--- src/rtl/bwa_pkg.sv ---
// Package: shared size-code type and helpers for the bus-width adapter.
// Assumes the internal word is a power-of-two number of lanes, at least four.
package bwa_pkg;

    typedef enum logic [1:0] {
        SZ_LONG = 2'b00,
        SZ_WORD = 2'b01,
        SZ_BYTE = 2'b10,
        SZ_MBOX = 2'b11
    } size_e;

    // log2 of the number of transfers per word for a size code
    function automatic logic [1:0] xfer_shift(size_e sz);
        case (sz)
            SZ_WORD: xfer_shift = 2'd1;
            SZ_BYTE: xfer_shift = 2'd2;
            default: xfer_shift = 2'd0;
        endcase
    endfunction

endpackage

--- src/rtl/bwa_size_ctl.sv ---
// Size/endian control: a two-stage capture-then-apply pipeline.
// Assumes size_sel and big_end are synchronous to clk.
module bwa_size_ctl
    import bwa_pkg::*;
(
    input  logic       clk,
    input  logic       rst_n,
    input  logic [1:0] size_sel,
    input  logic       big_end,
    output size_e      act_size,
    output logic       act_big,
    output logic       cfg_change
);

    size_e cap_size;
    logic  cap_big;

    // Capture the inputs on one edge and apply them on the next
    always_ff @(posedge clk) begin
        if (!rst_n) begin
            cap_size <= SZ_LONG;
            cap_big  <= 1'b0;
            act_size <= SZ_LONG;
            act_big  <= 1'b0;
        end else begin
            cap_size <= size_e'(size_sel);
            cap_big  <= big_end;
            act_size <= cap_size;
            act_big  <= cap_big;
        end
    end

    // Flag that the coming edge installs a different configuration
    always_comb begin
        cfg_change = (cap_size != act_size) || (cap_big != act_big);
    end

endmodule

--- src/rtl/bwa_packer.sv ---
// Write packer: gathers 1, 2 or 4 narrow transfers into one full word.
// Assumes narrow data arrives on the low lanes of wr_bus. A partial word
// is dropped whenever a new configuration is applied.
module bwa_packer
    import bwa_pkg::*;
#(
    parameter int LANE_W = 9,
    parameter int LANES  = 4
) (
    input  logic                     clk,
    input  logic                     rst_n,
    input  size_e                    act_size,
    input  logic                     act_big,
    input  logic                     cfg_change,
    input  logic                     wr_xfer,
    input  logic [LANE_W*LANES-1:0]  wr_bus,
    output logic [LANE_W*LANES-1:0]  word_out,
    output logic                     word_done
);

    localparam int WORD_W = LANE_W * LANES;
    localparam int LOG_L  = $clog2(LANES);
    localparam int CNT_W  = LOG_L;

    logic [CNT_W-1:0]  idx;
    logic [CNT_W-1:0]  last_idx;
    logic [CNT_W-1:0]  grp_sel;
    logic [1:0]        shift;
    logic              mbox;
    logic [WORD_W-1:0] acc;
    logic [WORD_W-1:0] merged;

    // Decode the active size into a transfer count and the target group
    always_comb begin
        shift    = xfer_shift(act_size);
        mbox     = (act_size == SZ_MBOX);
        last_idx = CNT_W'((1 << shift) - 1);
        grp_sel  = act_big ? (last_idx - idx) : idx;
    end

    // Merge the current transfer into the lanes of the selected group
    always_comb begin
        merged = acc;
        for (int l = 0; l < LANES; l++) begin
            logic [CNT_W-1:0] grp;
            logic [CNT_W-1:0] slot;
            grp  = CNT_W'(l >> (LOG_L - int'(shift)));
            slot = CNT_W'(l) & CNT_W'((LANES >> shift) - 1);
            if (grp == grp_sel) begin
                merged[l*LANE_W +: LANE_W] = wr_bus[int'(slot)*LANE_W +: LANE_W];
            end
        end
    end

    // Advance the packing position and commit a full word
    always_ff @(posedge clk) begin
        if (!rst_n) begin
            idx       <= '0;
            acc       <= '0;
            word_out  <= '0;
            word_done <= 1'b0;
        end else begin
            word_done <= 1'b0;
            if (cfg_change) begin
                idx <= '0;
                acc <= '0;
            end else if (wr_xfer && !mbox) begin
                if (idx == last_idx) begin
                    word_out  <= merged;
                    word_done <= 1'b1;
                    idx       <= '0;
                    acc       <= '0;
                end else begin
                    acc <= merged;
                    idx <= idx + 1'b1;
                end
            end
        end
    end

endmodule

--- src/rtl/bwa_unpacker.sv ---
// Read unpacker: presents the head word as 1, 2 or 4 narrow transfers.
// Assumes word_in is steady while a word is being read out. The read
// position restarts whenever a new configuration is applied.
module bwa_unpacker
    import bwa_pkg::*;
#(
    parameter int LANE_W = 9,
    parameter int LANES  = 4
) (
    input  logic                     clk,
    input  logic                     rst_n,
    input  size_e                    act_size,
    input  logic                     act_big,
    input  logic                     cfg_change,
    input  logic                     rd_xfer,
    input  logic [LANE_W*LANES-1:0]  word_in,
    input  logic [LANE_W*LANES-1:0]  mbox_rdata,
    output logic [LANE_W*LANES-1:0]  rd_bus,
    output logic                     word_req,
    output logic                     mbox_rd
);

    localparam int LOG_L = $clog2(LANES);
    localparam int CNT_W = LOG_L;

    logic [CNT_W-1:0] idx;
    logic [CNT_W-1:0] last_idx;
    logic [CNT_W-1:0] grp_sel;
    logic [1:0]       shift;
    logic             mbox;

    // Decode the active size into a transfer count and the source group
    always_comb begin
        shift    = xfer_shift(act_size);
        mbox     = (act_size == SZ_MBOX);
        last_idx = CNT_W'((1 << shift) - 1);
        grp_sel  = act_big ? (last_idx - idx) : idx;
    end

    // Route the selected group to the low lanes and zero the rest
    always_comb begin
        rd_bus = '0;
        for (int l = 0; l < LANES; l++) begin
            logic [CNT_W-1:0] src;
            src = CNT_W'((int'(grp_sel) << (LOG_L - int'(shift))) + l);
            if (mbox) begin
                rd_bus[l*LANE_W +: LANE_W] = mbox_rdata[l*LANE_W +: LANE_W];
            end else if (l < (LANES >> shift)) begin
                rd_bus[l*LANE_W +: LANE_W] = word_in[int'(src)*LANE_W +: LANE_W];
            end
        end
    end

    // Strobe the queue on the last group, or the mailbox in mailbox mode
    always_comb begin
        word_req = rd_xfer && !mbox && !cfg_change && (idx == last_idx);
        mbox_rd  = rd_xfer && mbox;
    end

    // Advance the read position
    always_ff @(posedge clk) begin
        if (!rst_n) begin
            idx <= '0;
        end else if (cfg_change) begin
            idx <= '0;
        end else if (rd_xfer && !mbox) begin
            idx <= (idx == last_idx) ? '0 : idx + 1'b1;
        end
    end

endmodule

--- src/rtl/bus_width_adapter.sv ---
// Top of the bus-width adapter: size control, write packer, read unpacker
// and mailbox diversion. Assumes one clock domain and synchronous inputs.
module bus_width_adapter
    import bwa_pkg::*;
#(
    parameter int LANE_W = 9,
    parameter int LANES  = 4
) (
    input  logic                     clk,
    input  logic                     rst_n,
    input  logic [1:0]               size_sel,
    input  logic                     big_end,
    input  logic                     wr_xfer,
    input  logic [LANE_W*LANES-1:0]  wr_bus,
    input  logic                     rd_xfer,
    output logic [LANE_W*LANES-1:0]  rd_bus,
    output logic [LANE_W*LANES-1:0]  word_out,
    output logic                     word_done,
    input  logic [LANE_W*LANES-1:0]  word_in,
    output logic                     word_req,
    output logic                     mbox_wr,
    output logic                     mbox_rd,
    input  logic [LANE_W*LANES-1:0]  mbox_rdata
);

    size_e act_size;
    logic  act_big;
    logic  cfg_change;

    bwa_size_ctl u_size (
        .clk        (clk),
        .rst_n      (rst_n),
        .size_sel   (size_sel),
        .big_end    (big_end),
        .act_size   (act_size),
        .act_big    (act_big),
        .cfg_change (cfg_change)
    );

    bwa_packer #(.LANE_W(LANE_W), .LANES(LANES)) u_pack (
        .clk        (clk),
        .rst_n      (rst_n),
        .act_size   (act_size),
        .act_big    (act_big),
        .cfg_change (cfg_change),
        .wr_xfer    (wr_xfer),
        .wr_bus     (wr_bus),
        .word_out   (word_out),
        .word_done  (word_done)
    );

    bwa_unpacker #(.LANE_W(LANE_W), .LANES(LANES)) u_unpack (
        .clk        (clk),
        .rst_n      (rst_n),
        .act_size   (act_size),
        .act_big    (act_big),
        .cfg_change (cfg_change),
        .rd_xfer    (rd_xfer),
        .word_in    (word_in),
        .mbox_rdata (mbox_rdata),
        .rd_bus     (rd_bus),
        .word_req   (word_req),
        .mbox_rd    (mbox_rd)
    );

    // Divert write transfers to the mailbox under the reserved size code
    always_comb begin
        mbox_wr = wr_xfer && (act_size == SZ_MBOX);
    end

endmodule

--- config.mk ---
export PLATFORM = sky130hd
export DESIGN_NAME = bus_width_adapter
export DESIGN_NICKNAME = d
export VERILOG_FILES = /design/src/rtl/bwa_pkg.sv /design/src/rtl/bwa_size_ctl.sv /design/src/rtl/bwa_packer.sv /design/src/rtl/bwa_unpacker.sv /design/src/rtl/bus_width_adapter.sv
export SDC_FILE = /design/constraint.sdc
export NUM_CORES = 1
export LEC_CHECK = 0
export BUFFER_PORTS_ARGS = -buffer_cell sky130_fd_sc_hd__clkbuf_2
export CORE_ASPECT_RATIO = 1.75
export CORE_MARGIN = 10
export CORE_UTILIZATION = 29
export DETAILED_ROUTE_END_ITERATION = 10
export HOLD_SLACK_MARGIN = 0.12
export PLACE_DENSITY_LB_ADDON = 0.3
export REMOVE_ABC_BUFFERS = 1
export SLEW_MARGIN = 20
export SYNTH_ARGS = -nofsm -noshare
export SYNTH_HDL_FRONTEND = slang
export SYNTH_SLANG_ARGS = --single-unit
--- constraint.sdc ---
create_clock -name clk -period 3.4 [get_ports clk]
set_input_delay 0.34 -clock clk [delete_from_list [all_inputs] [get_ports clk]]
set_output_delay 0.34 -clock clk [all_outputs]
set_load 0.01 [all_outputs]
==> impl_metrics.env <==
export IMPL_relSlewSlack_pct=31.4
export IMPL_status="finished, final reports clean"
export IMPL_seqCellArea_sq_um=1660
export IMPL_route_detailed_drc=0
export IMPL_clockBufferDepth=2
export IMPL_cts_root_buf="clkbuf_16"
export IMPL_fin_crit_ns=3.27
export IMPL_nFillCells=1795
export IMPL_timing_final_ws_setup_ns=0.125
export IMPL_final_cell_area_sq_um=6550
export IMPL_pre_cts_slack_ns=0.273
export IMPL_final_cell_mix="clkbuf_2 (190), dfxtp_1 (83), mux2i_1 (55)"
export IMPL_rsz0062_at_grt="false"
export IMPL_cts_sinks=83
export IMPL_wl_um=17100
export IMPL_dp_hpwl_um=14100
export IMPL_r2r_end="u_pack.acc[34]"
export IMPL_p_sw_share_pct=27.5
export IMPL_p_clk_share_pct=40.0
export IMPL_antenna_found_initial=0
export IMPL_cp_start_kind="register"
export IMPL_worstPathMaxFanout=6
export IMPL_cts_inserted_buffers=9
export IMPL_endpoint_kind="output port"
export IMPL_finalNonFillerCells=941
export IMPL_final_nets=831
export IMPL_yosys_most_used_dff="dfxtp_1"
export IMPL_synth_top_area_cell="dfxtp_1"
export IMPL_cts_tree="yes"
export IMPL_drt_iter0_drc=219
export IMPL_vias=4770
export IMPL_comb_power_share_pct=21.8
export IMPL_wl_per_cell_um=18.2
export IMPL_synth_top_family_by_area="compound AO/OA/AOI/OAI gates"
export IMPL_arrival_ns=2.93
export IMPL_r2r_start="u_size.act_size[1]"
export IMPL_yosysTopAreaCellShare_pct=33.4
export IMPL_first_pass_iters=4
export IMPL_muxShareOfSynthArea_pct=19.7
export IMPL_yosys_warnings=0
export IMPL_synthAdderAreaFrac_pct=1.76
export IMPL_synthSimpleGateAreaFrac_pct=11.5
export IMPL_min_from="size_sel[1]"
export IMPL_r2r_cells=9
export IMPL_first_global_vias=4751
export IMPL_post_route_period_util_pct=96.3
export IMPL_grt_start_max_net_pins=54
export IMPL_ctsHoldBuffers=0
export IMPL_setup_violations=0
export IMPL_synth_xor_area_share_pct=1.76
export IMPL_maxSlewViolCount=0
export IMPL_placed_cell_area_sq_um=6160
export IMPL_synth_seq_cells=83
export IMPL_layout_commonest_cell="clkbuf_2"
export IMPL_dp_cells=918
export IMPL_synth_edf_count=0
export IMPL_avgSynthCellArea_sq_um=9.49
export IMPL_htreeDepth=3
export IMPL_holdPathEnd="u_size.cap_size[1]"
export IMPL_clock_skew_ns=0.00547
export IMPL_yosysSeqAreaShare_pct=33.4
export IMPL_multi_input_area_sq_um=3060
export IMPL_synth_area_leaders="dfxtp_1 (33%), mux2i_1 (11%), a22o_1 (9.2%)"
export IMPL_tns_ns=0
export IMPL_numPortBuffers=190
export IMPL_clock_fmax_ghz=0.305
export IMPL_holdPathStages=2
export IMPL_required_ns=3.06
export IMPL_insertion_delay_ns=0.33
export IMPL_fp_dieW_um=119
export IMPL_die_area_sq_um=23000
export IMPL_p_leak_nw=3.03
export IMPL_core_area_sq_um=16900
export IMPL_synth_cell_types=59
export IMPL_ant_nets=0
export IMPL_rows=63
export IMPL_start_util_pct=29.5
export IMPL_switchingPower_mw=0.744
export IMPL_worst_pin_slew_ns=1.03
export IMPL_synth_compound_area_share_pct=26.7
export IMPL_final_hold_viol_count=0
export IMPL_cap_violations=0
export IMPL_clk_pin_slew_ns=0.06
export IMPL_final_core_util_pct=38.8
export IMPL_vias_per_cell=5.07
export IMPL_holdCritPathClass="in -> reg"
export IMPL_drive_above_1_share_pct=39.4
export IMPL_die_h_um=193
export IMPL_p_int_mw=1.96
export IMPL_power_density_nw_per_um2=412
export IMPL_syn_area_sq_um=4970
export IMPL_io_pins=191
export IMPL_routabilityCongestion=0.817
export IMPL_grt_first_pass_wirelength_um=26100
export IMPL_synthToLayoutAreaGrowth_pct=31.7
export IMPL_antenna_cells=0
export IMPL_ir_worst_vdd_uv=254
export IMPL_overflow=0
export IMPL_track_usage_pct=14.1
export IMPL_async_flop_share_pct=0
export IMPL_seqPwrFrac_pct=38.2
export IMPL_ff2ff_setup_slack_ns=0.61
export IMPL_netlist_instances=524
export IMPL_crit_type="reg -> out"
area by class of cell:
class | instances | share of cell area (%)
Sequential cell | 83 | 25.4
Tap cell | 227 | 4.34
Multi-Input combinational cell | 388 | 46.8
Inverter | 10 | 0.573
Clock inverter | 5 | 1.28
Timing Repair Buffer | 217 | 17.8
Clock buffer | 11 | 3.86
stage by stage:
| step | hold WS, ns | power (mW) |
|---|---|---|
| CTS | 0.242 | 2.74 |
| global placement | 0.445 | 1.65 |
| finish | 0.237 | 2.70 |
| detailed placement | 0.453 | 1.65 |
| floorplan | 0.441 | 1.38 |
| global route | 0.242 | 2.82 |
cells by family after synthesis:
kind of cell	Yosys count
buffers and inverters	53
multiplexers	84
adder cells (fa/ha/maj)	7
AND/OR/NAND/NOR	113
XOR/XNOR	10
flip-flops	83
AO/OA/AOI/OAI	174
synthesized netlist by cell type, drive strengths merged (10+ instances only):
| cell | number |
|---|---|
| o22ai | 11 |
| a21oi | 25 |
| o21ai | 25 |
| nand3 | 12 |
| nor2 | 35 |
| buf | 17 |
| a211oi | 12 |
| nand2 | 26 |
| a22o | 52 |
| mux2 | 20 |
| nand4 | 10 |
| clkbuf | 26 |
| dfxtp | 83 |
| mux2i | 55 |
power groups by stage:
stage	Sequential, mW	Clock, mW	Combinational (mW)
finish	1.03	1.08	0.588
global route	1.04	1.14	0.645
CTS	1.03	1.11	0.597
detailed placement	1.05	0	0.594
global placement	1.05	0	0.594
floorplan	1.06	0	0.317
worst max-delay path by stage:
stage / startpoint / end / slack (ns) / cells past startpoint
finish: u_size.act_size[1] / rd_bus[7] / 0.13 / 8
detailed placement: u_size.act_size[1] / rd_bus[7] / 0.27 / 8
floorplan: u_size.act_size[0] / rd_bus[17] / -0.58 / 8
global route: u_size.act_size[1] / rd_bus[7] / 0.003 / 8
global placement: u_size.act_size[0] / rd_bus[7] / 0.31 / 9
CTS: u_size.act_size[1] / rd_bus[8] / 0.06 / 8
metal layers:
| layer | part of all wire (%) | vias to the layer above | GRT usage [%] |
|---|---|---|---|
| met5 | 0 | - | 0 |
| met2 | 50 | 194 | 25.1 |
| met3 | 8.1 | 27 | 4.55 |
| met1 | 39 | 2166 | 14.7 |
| met4 | 2.9 | 0 | 5.89 |
| li1 | - | 2383 | - |
state kept, by name, indices dropped and copies added, names as in the netlist, 2 cells and up:
name	cells
u_unpack.idx	2
u_size.act_size	2
u_pack.word_out	36
u_pack.idx	2
u_size.cap_size	2
u_pack.acc	36
repair_timing:
action                     in CTS  in global routing
gates resized for setup         0                  0
pin swaps                       1                  0
buffers inserted                2                  5
setup endpoints to repair       1                  8
critical path: stages, from the launching register on:
cell and delay (ns):
dfxtp_1 0.42, ha_1 0.28, ha_1 0.37, and3b_1 0.20, a31o_2 0.25, o21ai_4 0.24
mux4_2 0.53, a22o_1 0.20, clkbuf_2 0.12
Note: power is estimated with default switching activity, not from simulation.
